## src/rtl/mpg_pkg.sv

```systemverilog
package mpg_pkg;
  localparam int unsigned LANE_W = 8;
  localparam int unsigned CTRL_CHK = 0;
  localparam int unsigned CTRL_IRQ = 1;
  localparam int unsigned CTRL_FIQ = 2;

  typedef enum logic [1:0] {
    REG_CTRL = 2'd0,
    REG_STAT = 2'd1,
    REG_ADDR = 2'd2,
    REG_NONE = 2'd3
  } reg_sel_e;

  // even parity for one lane: XOR of all its bits
  function automatic logic lane_parity(input logic [LANE_W-1:0] b);
    return ^b;
  endfunction
endpackage

```

## src/rtl/mpg_wr_gen.sv

```systemverilog
module mpg_wr_gen
  import mpg_pkg::*;
#(
  parameter int unsigned DATA_W = 32,
  parameter int unsigned ADDR_W = 20,
  localparam int unsigned LANES = DATA_W / LANE_W
) (
  input  logic              clk,
  input  logic              rst_n,
  input  logic              wr_valid,
  input  logic [ADDR_W-1:0] wr_addr,
  input  logic [DATA_W-1:0] wr_data,
  output logic              we_q,
  output logic [ADDR_W-1:0] addr_q,
  output logic [DATA_W-1:0] data_q,
  output logic [LANES-1:0]  par_q
);
  logic [LANES-1:0] par_d;

  for (genvar i = 0; i < LANES; i++) begin : g_lane
    assign par_d[i] = lane_parity(wr_data[i*LANE_W +: LANE_W]);
  end

  always_ff @(posedge clk or negedge rst_n) begin
    if (!rst_n) begin
      we_q   <= 1'b0;
      addr_q <= '0;
      data_q <= '0;
      par_q  <= '0;
    end else begin
      we_q <= wr_valid;
      if (wr_valid) begin
        addr_q <= wr_addr;
        data_q <= wr_data;
        par_q  <= par_d;
      end
    end
  end
endmodule

```

## src/rtl/mpg_rd_chk.sv

```systemverilog
module mpg_rd_chk
  import mpg_pkg::*;
#(
  parameter int unsigned DATA_W = 32,
  localparam int unsigned LANES = DATA_W / LANE_W
) (
  input  logic              valid,
  input  logic              chk_en,
  input  logic [DATA_W-1:0] data,
  input  logic [LANES-1:0]  par,
  output logic [LANES-1:0]  bad_lanes
);
  for (genvar i = 0; i < LANES; i++) begin : g_lane
    assign bad_lanes[i] = valid && chk_en &&
                          (lane_parity(data[i*LANE_W +: LANE_W]) != par[i]);
  end
endmodule

```

## src/rtl/mpg_err_log.sv

```systemverilog
module mpg_err_log #(
  parameter int unsigned LANES  = 4,
  parameter int unsigned ADDR_W = 20
) (
  input  logic              clk,
  input  logic              rst_n,
  input  logic [LANES-1:0]  set_lanes,
  input  logic [ADDR_W-1:0] set_addr,
  input  logic [LANES-1:0]  clr_mask,
  output logic [LANES-1:0]  err_q,
  output logic [ADDR_W-1:0] addr_q,
  output logic              cap_evt
);
  logic [LANES-1:0] kept;

  assign kept    = err_q & ~clr_mask;
  assign cap_evt = (set_lanes != '0) && (kept == '0);

  always_ff @(posedge clk or negedge rst_n) begin
    if (!rst_n) begin
      err_q  <= '0;
      addr_q <= '0;
    end else begin
      err_q <= kept | set_lanes;
      if (cap_evt) addr_q <= set_addr;
    end
  end
endmodule

```

## src/rtl/mem_parity_guard.sv

```systemverilog
module mem_parity_guard
  import mpg_pkg::*;
#(
  parameter int unsigned DATA_W = 32,
  parameter int unsigned ADDR_W = 20,
  parameter int unsigned SIG_W  = 4,
  parameter int unsigned CSR_W  = 32,
  localparam int unsigned LANES = DATA_W / LANE_W
) (
  input  logic              clk,
  input  logic              rst_n,
  input  logic              wr_valid,
  input  logic [ADDR_W-1:0] wr_addr,
  input  logic [DATA_W-1:0] wr_data,
  output logic              sram_we,
  output logic [ADDR_W-1:0] sram_addr,
  output logic [DATA_W-1:0] sram_wdata,
  output logic [LANES-1:0]  sram_wpar,
  input  logic              rd_valid,
  input  logic [ADDR_W-1:0] rd_addr,
  input  logic [DATA_W-1:0] rd_data,
  input  logic [LANES-1:0]  rd_par,
  input  logic              rd_rmw,
  input  logic              rd_ign_err,
  input  logic              rd_from_eng,
  input  logic [SIG_W-1:0]  rd_sig,
  output logic              cpl_valid,
  output logic [DATA_W-1:0] cpl_data,
  output logic              cpl_rmw,
  output logic              cpl_err,
  output logic [SIG_W-1:0]  cpl_sig,
  input  logic              csr_we,
  input  logic [1:0]        csr_sel,
  input  logic [CSR_W-1:0]  csr_wdata,
  output logic [CSR_W-1:0]  csr_rdata,
  output logic              irq,
  output logic              fiq
);
  localparam logic [SIG_W-1:0] SIG_NULL = '0;

  // named internal events for the checker
  logic [CSR_W-1:0]  ctrl_q;
  logic              chk_en;
  logic [LANES-1:0]  bad_lanes;
  logic [LANES-1:0]  clr_mask;
  logic [LANES-1:0]  err_q;
  logic [ADDR_W-1:0] cap_addr;
  logic              cap_evt;
  logic              raise_err;
  reg_sel_e          sel;

  assign sel    = reg_sel_e'(csr_sel);
  assign chk_en = ctrl_q[CTRL_CHK];

  mpg_wr_gen #(.DATA_W(DATA_W), .ADDR_W(ADDR_W)) u_wr (
    .clk(clk), .rst_n(rst_n), .wr_valid(wr_valid), .wr_addr(wr_addr),
    .wr_data(wr_data), .we_q(sram_we), .addr_q(sram_addr),
    .data_q(sram_wdata), .par_q(sram_wpar)
  );

  mpg_rd_chk #(.DATA_W(DATA_W)) u_chk (
    .valid(rd_valid), .chk_en(chk_en), .data(rd_data), .par(rd_par),
    .bad_lanes(bad_lanes)
  );

  assign clr_mask = (csr_we && sel == REG_STAT) ? csr_wdata[LANES-1:0] : '0;

  mpg_err_log #(.LANES(LANES), .ADDR_W(ADDR_W)) u_log (
    .clk(clk), .rst_n(rst_n), .set_lanes(bad_lanes), .set_addr(rd_addr),
    .clr_mask(clr_mask), .err_q(err_q), .addr_q(cap_addr), .cap_evt(cap_evt)
  );

  assign raise_err = (bad_lanes != '0) && !rd_ign_err;

  always_ff @(posedge clk or negedge rst_n) begin
    if (!rst_n) begin
      ctrl_q <= '0;
    end else if (csr_we && sel == REG_CTRL) begin
      ctrl_q <= csr_wdata;
    end
  end

  always_ff @(posedge clk or negedge rst_n) begin
    if (!rst_n) begin
      cpl_valid <= 1'b0;
      cpl_err   <= 1'b0;
      cpl_rmw   <= 1'b0;
      cpl_data  <= '0;
      cpl_sig   <= '0;
    end else begin
      cpl_valid <= rd_valid;
      cpl_err   <= rd_valid && raise_err;
      if (rd_valid) begin
        cpl_data <= rd_data;
        cpl_rmw  <= rd_rmw;
        cpl_sig  <= (raise_err && rd_from_eng) ? SIG_NULL : rd_sig;
      end
    end
  end

  assign irq = (err_q != '0) && ctrl_q[CTRL_IRQ];
  assign fiq = (err_q != '0) && ctrl_q[CTRL_FIQ];

  always_comb begin
    unique case (sel)
      REG_CTRL: csr_rdata = ctrl_q;
      REG_STAT: csr_rdata = CSR_W'(err_q);
      REG_ADDR: csr_rdata = CSR_W'(cap_addr);
      default:  csr_rdata = '0;
    endcase
  end
endmodule

```

## config.mk

```make
export PLATFORM = sky130hd
export DESIGN_NAME = mem_parity_guard
export DESIGN_NICKNAME = d
export VERILOG_FILES = /design/src/rtl/mpg_pkg.sv /design/src/rtl/mpg_wr_gen.sv /design/src/rtl/mpg_rd_chk.sv /design/src/rtl/mpg_err_log.sv /design/src/rtl/mem_parity_guard.sv
export SDC_FILE = /design/constraint.sdc
export NUM_CORES = 1
export LEC_CHECK = 0
export ABC_CLOCK_PERIOD_IN_PS = 2500
export CAP_MARGIN = 20
export CORE_MARGIN = 3
export CORE_UTILIZATION = 46
export DETAILED_ROUTE_END_ITERATION = 10
export HOLD_SLACK_MARGIN = 0.03
export PLACE_DENSITY = 0.92
export SLEW_MARGIN = 30
export SYNTH_ARGS = -nofsm -noshare
export SYNTH_HDL_FRONTEND = slang
export SYNTH_SLANG_ARGS = --single-unit
```

## constraint.sdc

```tcl
create_clock -name clk -period 2.5 [get_ports clk]
set_input_delay 0.25 -clock clk [delete_from_list [all_inputs] [get_ports clk]]
set_output_delay 0.25 -clock clk [all_outputs]
set_load 0.005 [all_outputs]
```

Word level (Yosys, flattened, before mapping):

Index checks and enable logic that the tools add are counted.

* eq/ne operators: 6
* bitwise operators: 3
* mux-type cells: 3
* reductions and logical operators: 26

Operators with widths (number)
* one-hot mux 32 bit (3 select lines): 1
* parity 8 bit: 8
* logical AND 1 bit: 13
* two-way mux 4 bit: 2
* nonzero test 4 bit: 2
* AND 4 bit: 1
* zero test 4 bit: 1
* != test 1 bit: 4
* inverter 4 bit: 1
* bitwise OR 4 bit: 1
* equality test 2 x 1 -> 1 bit (second input constant): 1
* equality test 2 bit (second input constant): 1
* zero test 2 bit: 1
* zero test 1 bit: 1

* flip-flop bits (word level): 152
* input port bits: 154

Logic depth before layout (Yosys ltp):

Gate-level depths: netlist (run 1).

* depth after elaboration: 7
* gate-level depth with buffers: 7

Hierarchy:

Synthesis (run 1) repeated with hierarchy kept, for this count alone.

* cells, all modules: 465
* area, all modules: 6822.8 um^2

Modules (own cells, without submodules)
* mem_parity_guard: cells each 222, instances 1, seq. area each 1776.7 um^2, area an instance 3116.7 um^2
* mpg_wr_gen: cells each 152, instances 1, seq. area each 1426.4 um^2, area an instance 2327.2 um^2
* mpg_err_log: cells each 57, instances 1, seq. area each 600.6 um^2, area an instance 1003.5 um^2
* mpg_rd_chk: cells each 34, instances 1, seq. area each 0.0 um^2, area an instance 375.4 um^2

Worst setup path after synthesis (run 1):

Ideal clock, no wire load.

* path kind: input -> register
* start: input rd_data[18]
* end: register u_log.addr_q[0]
* arrival: 1.881 ns
* setup time: 0.125 ns
* path buffers: 1
* path slack: 0.494 ns
* cell stages on the path: 7
* cells stage by stage: xnor2_1 -> xnor3_2 -> xnor2_1 -> nor4_2 -> nor3_2 -> buf_6 -> mux2_4

* cells in the longest elaborated chain, start to end: 5

Ends and longest elaborated chain
* start, declared: RTL line mem_parity_guard.sv:21 `input logic [DATA_W-1:0] rd_data,`
* parity 8 bit: RTL line mpg_pkg.sv:16 `return ^b;`
* != test 1 bit: RTL line mpg_rd_chk.sv:15 `(lane_parity(data[i*LANE_W +: LANE_W]) != par[i]);`
* logical AND 1 bit: RTL line mpg_rd_chk.sv:14 `assign bad_lanes[i] = valid && chk_en &&`
* nonzero test 4 bit: RTL line mpg_err_log.sv:17 `assign cap_evt = (set_lanes != '0) && (kept == '0);`
* logical AND 1 bit: RTL line mpg_err_log.sv:17
* end signal, assigned: RTL line mpg_err_log.sv:25 `if (cap_evt) addr_q <= set_addr;`
* end, declared: RTL line mpg_err_log.sv:11 `output logic [ADDR_W-1:0] addr_q,`

No other way between the ends.
A chain may end at the register's enable or synchronous reset.

Worst setup path in the final report (run 1):

* start: input rd_data[4]
* end: register u_log.addr_q[11]

Same word-level chain as after synthesis.

==> results of run 1 <==
-- flip-flops by register name, summed over array words and instances (netlist names) --
register,count
cpl_rmw,1
u_log.addr_q,20
u_wr.addr_q,20
cpl_sig,4
u_wr.we_q,1
u_wr.data_q,32
ctrl_q,32
cpl_err,1
u_wr.par_q,4
cpl_valid,1
u_log.err_q,4
cpl_data,32
-- power by group --
part | total (µW) | switching, µW | internal (µW)
Combinational | 1960 | 656 | 1300
Sequential | 3170 | 265 | 2910
Clock | 2590 | 940 | 1650
Total | 7720 | 1860 | 5860
-- what timing repair did --
action,in CTS,in global routing
endpoints found under the hold margin,41,0
resized for setup,1,0
endpoints found under the setup margin,20,20
buffers inserted,0,1
pin swaps,0,3
hold buffers,1,0
gates cloned,0,2
-- stage by stage --
| step | setup WS [ps] | setup TNS [ps] | cells | hold WS, ps | total power (µW) |
|---|---|---|---|---|---|
| 2_1_floorplan | 494 | 0 | 470 | -45.6 | 4020 |
| 3_3_place_gp | -341 | -7480 | 928 | 187 | 5080 |
| 3_5_place_dp | -434 | -9460 | 928 | 197 | 5160 |
| 4_1_cts | 63.5 | 0 | 961 | 180 | 7790 |
| 5_1_grt | 13.3 | 0 | 964 | 215 | 8080 |
| 6_report | 91.4 | 0 | 964 | 199 | 7720 |
-- cells by family after synthesis --
logic type | Yosys count | share of synthesized area, %
flip-flops | 152 | 56.9
AO/OA/AOI/OAI | 12 | 0.898
XOR/XNOR | 56 | 8.17
buffers and inverters | 23 | 1.52
multiplexers | 161 | 27.8
AND/OR/NAND/NOR | 66 | 4.77
-- final cells by class --
class | count | area (µm²)
timing repair buffer | 305 | 3050
clock buffer | 24 | 482
clock inverter | 8 | 119
multi-input combinational | 295 | 2800
fill | 846 | 3560
tap | 180 | 225
sequential | 152 | 3800
-- final timing paths --
| check | start | endpoint | cells past startpoint |
|---|---|---|---|
| setup / recovery | rd_data[4] | u_log.addr_q[11] | 11 |
| hold / removal | rd_valid | cpl_err | 3 |
| setup reg to reg | u_log.err_q[3] | u_log.addr_q[11] | 6 |
| hold reg to reg | ctrl_q[31] | ctrl_q[31] | 1 |
| max in group asynchronous | rst_n | ctrl_q[15] | 3 |
| min in group asynchronous | rst_n | cpl_data[19] | 2 |
-- tightest hold or removal path, delay by kind of cell --
| kind | cells | cell delay (ps) |
|---|---|---|
| buffers and inverters | 1 | 110 |
| AND/OR/NAND/NOR | 2 | 210 |
-- cells in the mapped netlist --
| master | n | share of area, % |
|---|---|---|
| a21oi_1 | 4 | 0.30 |
| and2_1 | 13 | 1.2 |
| buf_1 | 7 | 0.39 |
| buf_6 | 2 | 0.34 |
| clkbuf_1 | 14 | 0.79 |
| dfrtp_1 | 152 | 57 |
| mux2_2 | 117 | 20 |
| mux2_4 | 20 | 4.5 |
| mux2i_1 | 24 | 3.6 |
| nand2_1 | 14 | 0.79 |
| nand2b_1 | 1 | 0.094 |
| nand3_1 | 4 | 0.30 |
| nand4_1 | 1 | 0.094 |
| nor2_1 | 25 | 1.4 |
| nor2b_1 | 3 | 0.28 |
| nor3_1 | 1 | 0.075 |
| nor3_2 | 1 | 0.15 |
| nor4_1 | 2 | 0.19 |
| nor4_2 | 1 | 0.19 |
| o21ai_0 | 8 | 0.60 |
| xnor2_1 | 48 | 6.3 |
| xnor3_1 | 3 | 1.0 |
| xnor3_2 | 1 | 0.36 |
| xor2_1 | 4 | 0.52 |
-- metal layers --
| layer | vias up | share of wire [%] | routed length (µm) | global-route usage [%] |
|---|---|---|---|---|
| met1 | 2367 | 38 | 7020 | 26.9 |
| li1 | 2222 | - | - | - |
| met5 | - | 0 | 0 | 0 |
| met4 | 0 | 2.3 | 427 | 8.58 |
| met3 | 28 | 7.7 | 1420 | 7.87 |
| met2 | 195 | 52 | 9550 | 40.5 |
==> impl_metrics.tcl, run 1 <==
set metrics [dict create \
    grt.overflow.total 0 \
    synth_warnings 0 \
    worst_pin_slew_ps 544 \
    diodes 0 \
    postSynthCellCount 470 \
    rsz0062_at_grt "no" \
    cp_max_fo 10 \
    yosysSeqAreaShare_pct 56.9 \
    detailedPlacementHpwl_um 13700 \
    period_needed_ps 2410 \
    syn_to_final_growth_pct 56.6 \
    cp_data_required_time_ps 2790 \
    via_count 4812 \
    place_area_um2 9820 \
    insertion_delay_ps 410 \
    drt-vias-per-instance 4.99 \
    gp_congestion 0.864 \
    rrSetupSlack_ps 840 \
    relSlewSlack_pct 63.8 \
    layout_commonest_cell "clkdlybuf4s50_1" \
    initial_core_util_pct 47.6 \
    crit_path_frequent_cell "buf_4" \
    p_per_area_nw_per_um2 737 \
    die_y_um 127 \
    numClockSinks 152 \
    final_core_util_pct 74.6 \
    hp-class "input pin to flip-flop" \
    slowest_delay_ps 540 \
    drt_iter0_markers 152 \
    clockRootBuffer "clkbuf_16" \
    die-area_um2 16000 \
    die_w_um 127 \
    netlist_area_um2 6690 \
    grt_pass1_wl_um 29400 \
    period_share_pct 96.3 \
    ioPinCount 284 \
    crit_slowest_cell "clkdlybuf4s50_1" \
    h-tree-depth 4 \
    synth_fp_nets 624 \
    finalMaxSlewViolations 0 \
    core_um2 14000 \
    cp-end-kind "flip-flop" \
    status "complete, no violations" \
    drtAntennaViolNets 0 \
    synth_cell_types 24 \
    tritoncts "built" \
    path_delay_family "buffers and inverters" \
    cap_violations 0 \
    start_kind "input pin" \
    dr.pass1.iters 4 \
    fin_skew_ps 4.50 \
    drc 0 \
    fmax_mhz 415 \
    synth_seq_cells 152 \
    port_buffers 283 \
    grt_max_degree 78 \
    p_leak_uw 0.00439 \
    wl_um 18400 \
    antenna_found_initial 0 \
    critical_path_buf_inv_count 5 \
    final-hold-violation-count 0 \
    path_clk_slew_ps 60 \
    rows 43 \
    avgSynthCellArea_um2 14.2 \
    cp.arrival_ps 2700 \
    grtUsageTotal_pct 23.4 \
    avgRoutedWirePerCell_um 19.1 \
    drive_above_1_share_pct 24.6 \
    most-common-layout-cells "280 x clkdlybuf4s50_1, 152 x dfrtp_1, 117 x mux2_2" \
    crit_chain "clkdlybuf4s50_1, xnor2_1, xnor3_1, xnor2_1, buf_4, nor4_2, buf_4, nor3_4, buf_4, buf_12, mux2_4" \
    cts-buffers-inserted 17 \
    cts_max_path_buffers 2 \
    path_class "input pin to flip-flop" \
    finalNetCount 925 \
    finish.instance_area_um2 10500 \
    grt_pass1_vias 5568 \
    vdd_drop_max_uv 428 \
    finalSetupViolCount 0 \
]
Power figures use the tool's default switching activity.
==> run 2, diff against run 1 <==
--- a/config.mk
+++ b/config.mk
@@ -7,6 +7,7 @@
 export LEC_CHECK = 0
 export ABC_CLOCK_PERIOD_IN_PS = 2500
 export CAP_MARGIN = 20
+export CORE_ASPECT_RATIO = 1.2
 export CORE_MARGIN = 3
 export CORE_UTILIZATION = 46
 export DETAILED_ROUTE_END_ITERATION = 10
==> run 2 against run 1 <==
  * Sequential power barely moved
  * Fmax rose by 2.5%
  * Cell count fell by 1.0%
  * Clock power rose by 4%
  * Routed wire length rose by 4.3%
  * Clock skew rose by 3.9 ps
  * Via count rose by 1.8%
  * Combinational power barely moved
  * Highest routed layer unchanged
  * Utilization rose by 0.17 points
  * First-iteration DRC count rose by 24%
  * Hold slack got worse by 1.1 ps
  * Die area barely moved
==> impl_metrics.tcl, run 2 (same netlist as run 1, synthesis figures left out) <==
set metrics [dict create \
    die-area_um2 16000 \
    wl_met1_um 6540 \
    drt-vias-per-instance 5.14 \
    cp-end-kind "flip-flop" \
    worst_pin_slew_ps 563 \
    h-tree-depth 4 \
    vdd_drop_max_uv 375 \
    grt_pass1_wl_um 30300 \
    fin_tns_setup_ps 0 \
    antenna_found_initial 0 \
    cp_data_required_time_ps 2790 \
    clockRootBuffer "clkbuf_16" \
    crit_chain "clkdlybuf4s50_1, xnor2_1, xnor3_1, xnor2_1, nor4_2, buf_4, nor3_4, buf_12, mux2_4" \
    die_w_um 116 \
    layout_commonest_cell "clkdlybuf4s50_1" \
    fmax_mhz 426 \
    slowest_delay_ps 460 \
    drtAntennaViolNets 0 \
    wl_met2_um 10700 \
    p_per_area_nw_per_um2 749 \
    drt_iter0_markers 189 \
    path_clk_slew_ps 60 \
    grt_pass1_vias 5678 \
    internal-power_uw 5880 \
    finalNetCount 924 \
    path_delay_family "XOR/XNOR gates" \
    cp_max_fo 20 \
    ioPinCount 284 \
    grtUsageTotal_pct 24.7 \
    via_count 4901 \
    relSlewSlack_pct 62.5 \
    most-common-layout-cells "280 x clkdlybuf4s50_1, 152 x dfrtp_1, 117 x mux2_2" \
    postCtsSetupBuffers 0 \
    multi_input_area_um2 2800 \
    diodes 0 \
    dr.pass1.iters 4 \
    cap_violations 0 \
    start_kind "input pin" \
    finalSetupViolCount 0 \
    detailedPlacementHpwl_um 14600 \
    wl_um 19200 \
    initial_core_util_pct 47.8 \
    p_leak_uw 0.00438 \
    met3WireLength_um 1250 \
    numClockSinks 152 \
    cts_max_path_buffers 2 \
    critical_path_buf_inv_count 3 \
    highest_layer "met4" \
    seq_power_share_pct 40.5 \
    p_clk_share_pct 34.3 \
    die_y_um 138 \
    gp_congestion 0.840 \
    status "complete, no violations" \
    grt.overflow.total 0 \
    finalMaxSlewViolations 0 \
    insertion_delay_ps 420 \
    cp.arrival_ps 2640 \
    final_core_util_pct 74.8 \
    avgRoutedWirePerCell_um 20.1 \
    crit_slowest_cell "clkdlybuf4s50_1" \
    tritoncts "built" \
    port_buffers 283 \
    drive_above_1_share_pct 25.0 \
    p_sw_share_pct 25.1 \
    syn_to_final_growth_pct 56.5 \
    crit_path_frequent_cell "xnor2_1" \
    period_share_pct 94.0 \
    final-seq-area_um2 3800 \
    grt_max_degree 56 \
    power_frac_comb_pct 25.2 \
    final-hold-violation-count 0 \
    path_class "input pin to flip-flop" \
    largest_registers "cpl_data x32, ctrl_q x32, u_wr.data_q x32" \
    rows 47 \
    fin_skew_ps 8.44 \
    drc 0 \
    period_needed_ps 2350 \
    rsz0062_at_grt "no" \
    power.switching_uw 1970 \
    fillers 906 \
    hp-class "input pin to flip-flop" \
    cts-buffers-inserted 17 \
    core_um2 14000 \
]
==> run 2: cell count changes in the layout (fill, tap and decap cells not counted), moves of 2 or more <==
cell,change
clkbuf_1,-4
clkinv_2,-3
clkinv_4,+2
clkinvlp_4,+2
inv_6,+3
==> run 2: tightest hold or removal path: stages <==
cell     delay (ps)
buf_2           100
nand2_1         150
nor3_1           70
==> run 2: final timing paths <==
kind	start	end	slack [ps]	depth (start not counted)
hold reg to reg	ctrl_q[26]	ctrl_q[26]	500	1
max in group asynchronous	rst_n	u_wr.data_q[28]	1360	3
setup / recovery	rd_data[2]	u_log.addr_q[14]	150	9
setup reg to reg	u_log.err_q[1]	u_log.addr_q[14]	930	5
min in group asynchronous	rst_n	ctrl_q[27]	350	2
hold / removal	rd_valid	cpl_err	200	3
==> run 2: cell type report <==
cell class | count | share of cell area (%)
flip-flops and latches | 152 | 36.3
well taps | 171 | 2.04
clock inverters | 12 | 1.55
clock buffers | 20 | 4.46
repair buffers | 304 | 28.9
multi-input cells | 295 | 26.7
==> run 2: per-stage QoR <==
stage / instance area (µm²) / setup WS [ps] / cells / hold slack [ps] / power (µW)
finish: 10500 / 150 / 954 / 198 / 7840
global route: 10500 / 48.6 / 954 / 203 / 8190
CTS: 10500 / 115 / 954 / 182 / 7920
detailed placement: 9820 / -308 / 921 / 215 / 5180
global placement: 9820 / -237 / 921 / 207 / 5080
floorplan: 6690 / 494 / 470 / -45.6 / 4020
==> run 2: timing repair <==
item,4_1_cts,5_1_grt
resized for setup,0,1
setup endpoints to repair,0,20
hold buffers,1,0
hold endpoints to repair,46,0
==> run 2: per-layer routing <==
layer  GRT usage [%]  up-vias
met5               0        -
met4            10.9        0
met3            6.86       45
met2            45.0      196
met1            25.7     2434
li1                -     2226
==> run 2: power by group through the flow <==
stage               sequential [µW]  combinational, µW  clock, µW
floorplan                      3150                875          0
global placement               3180               1900          0
detailed placement             3210               1970          0
CTS                            3180               2000       2740
global route                   3230               2120       2840
finish                         3180               1970       2690
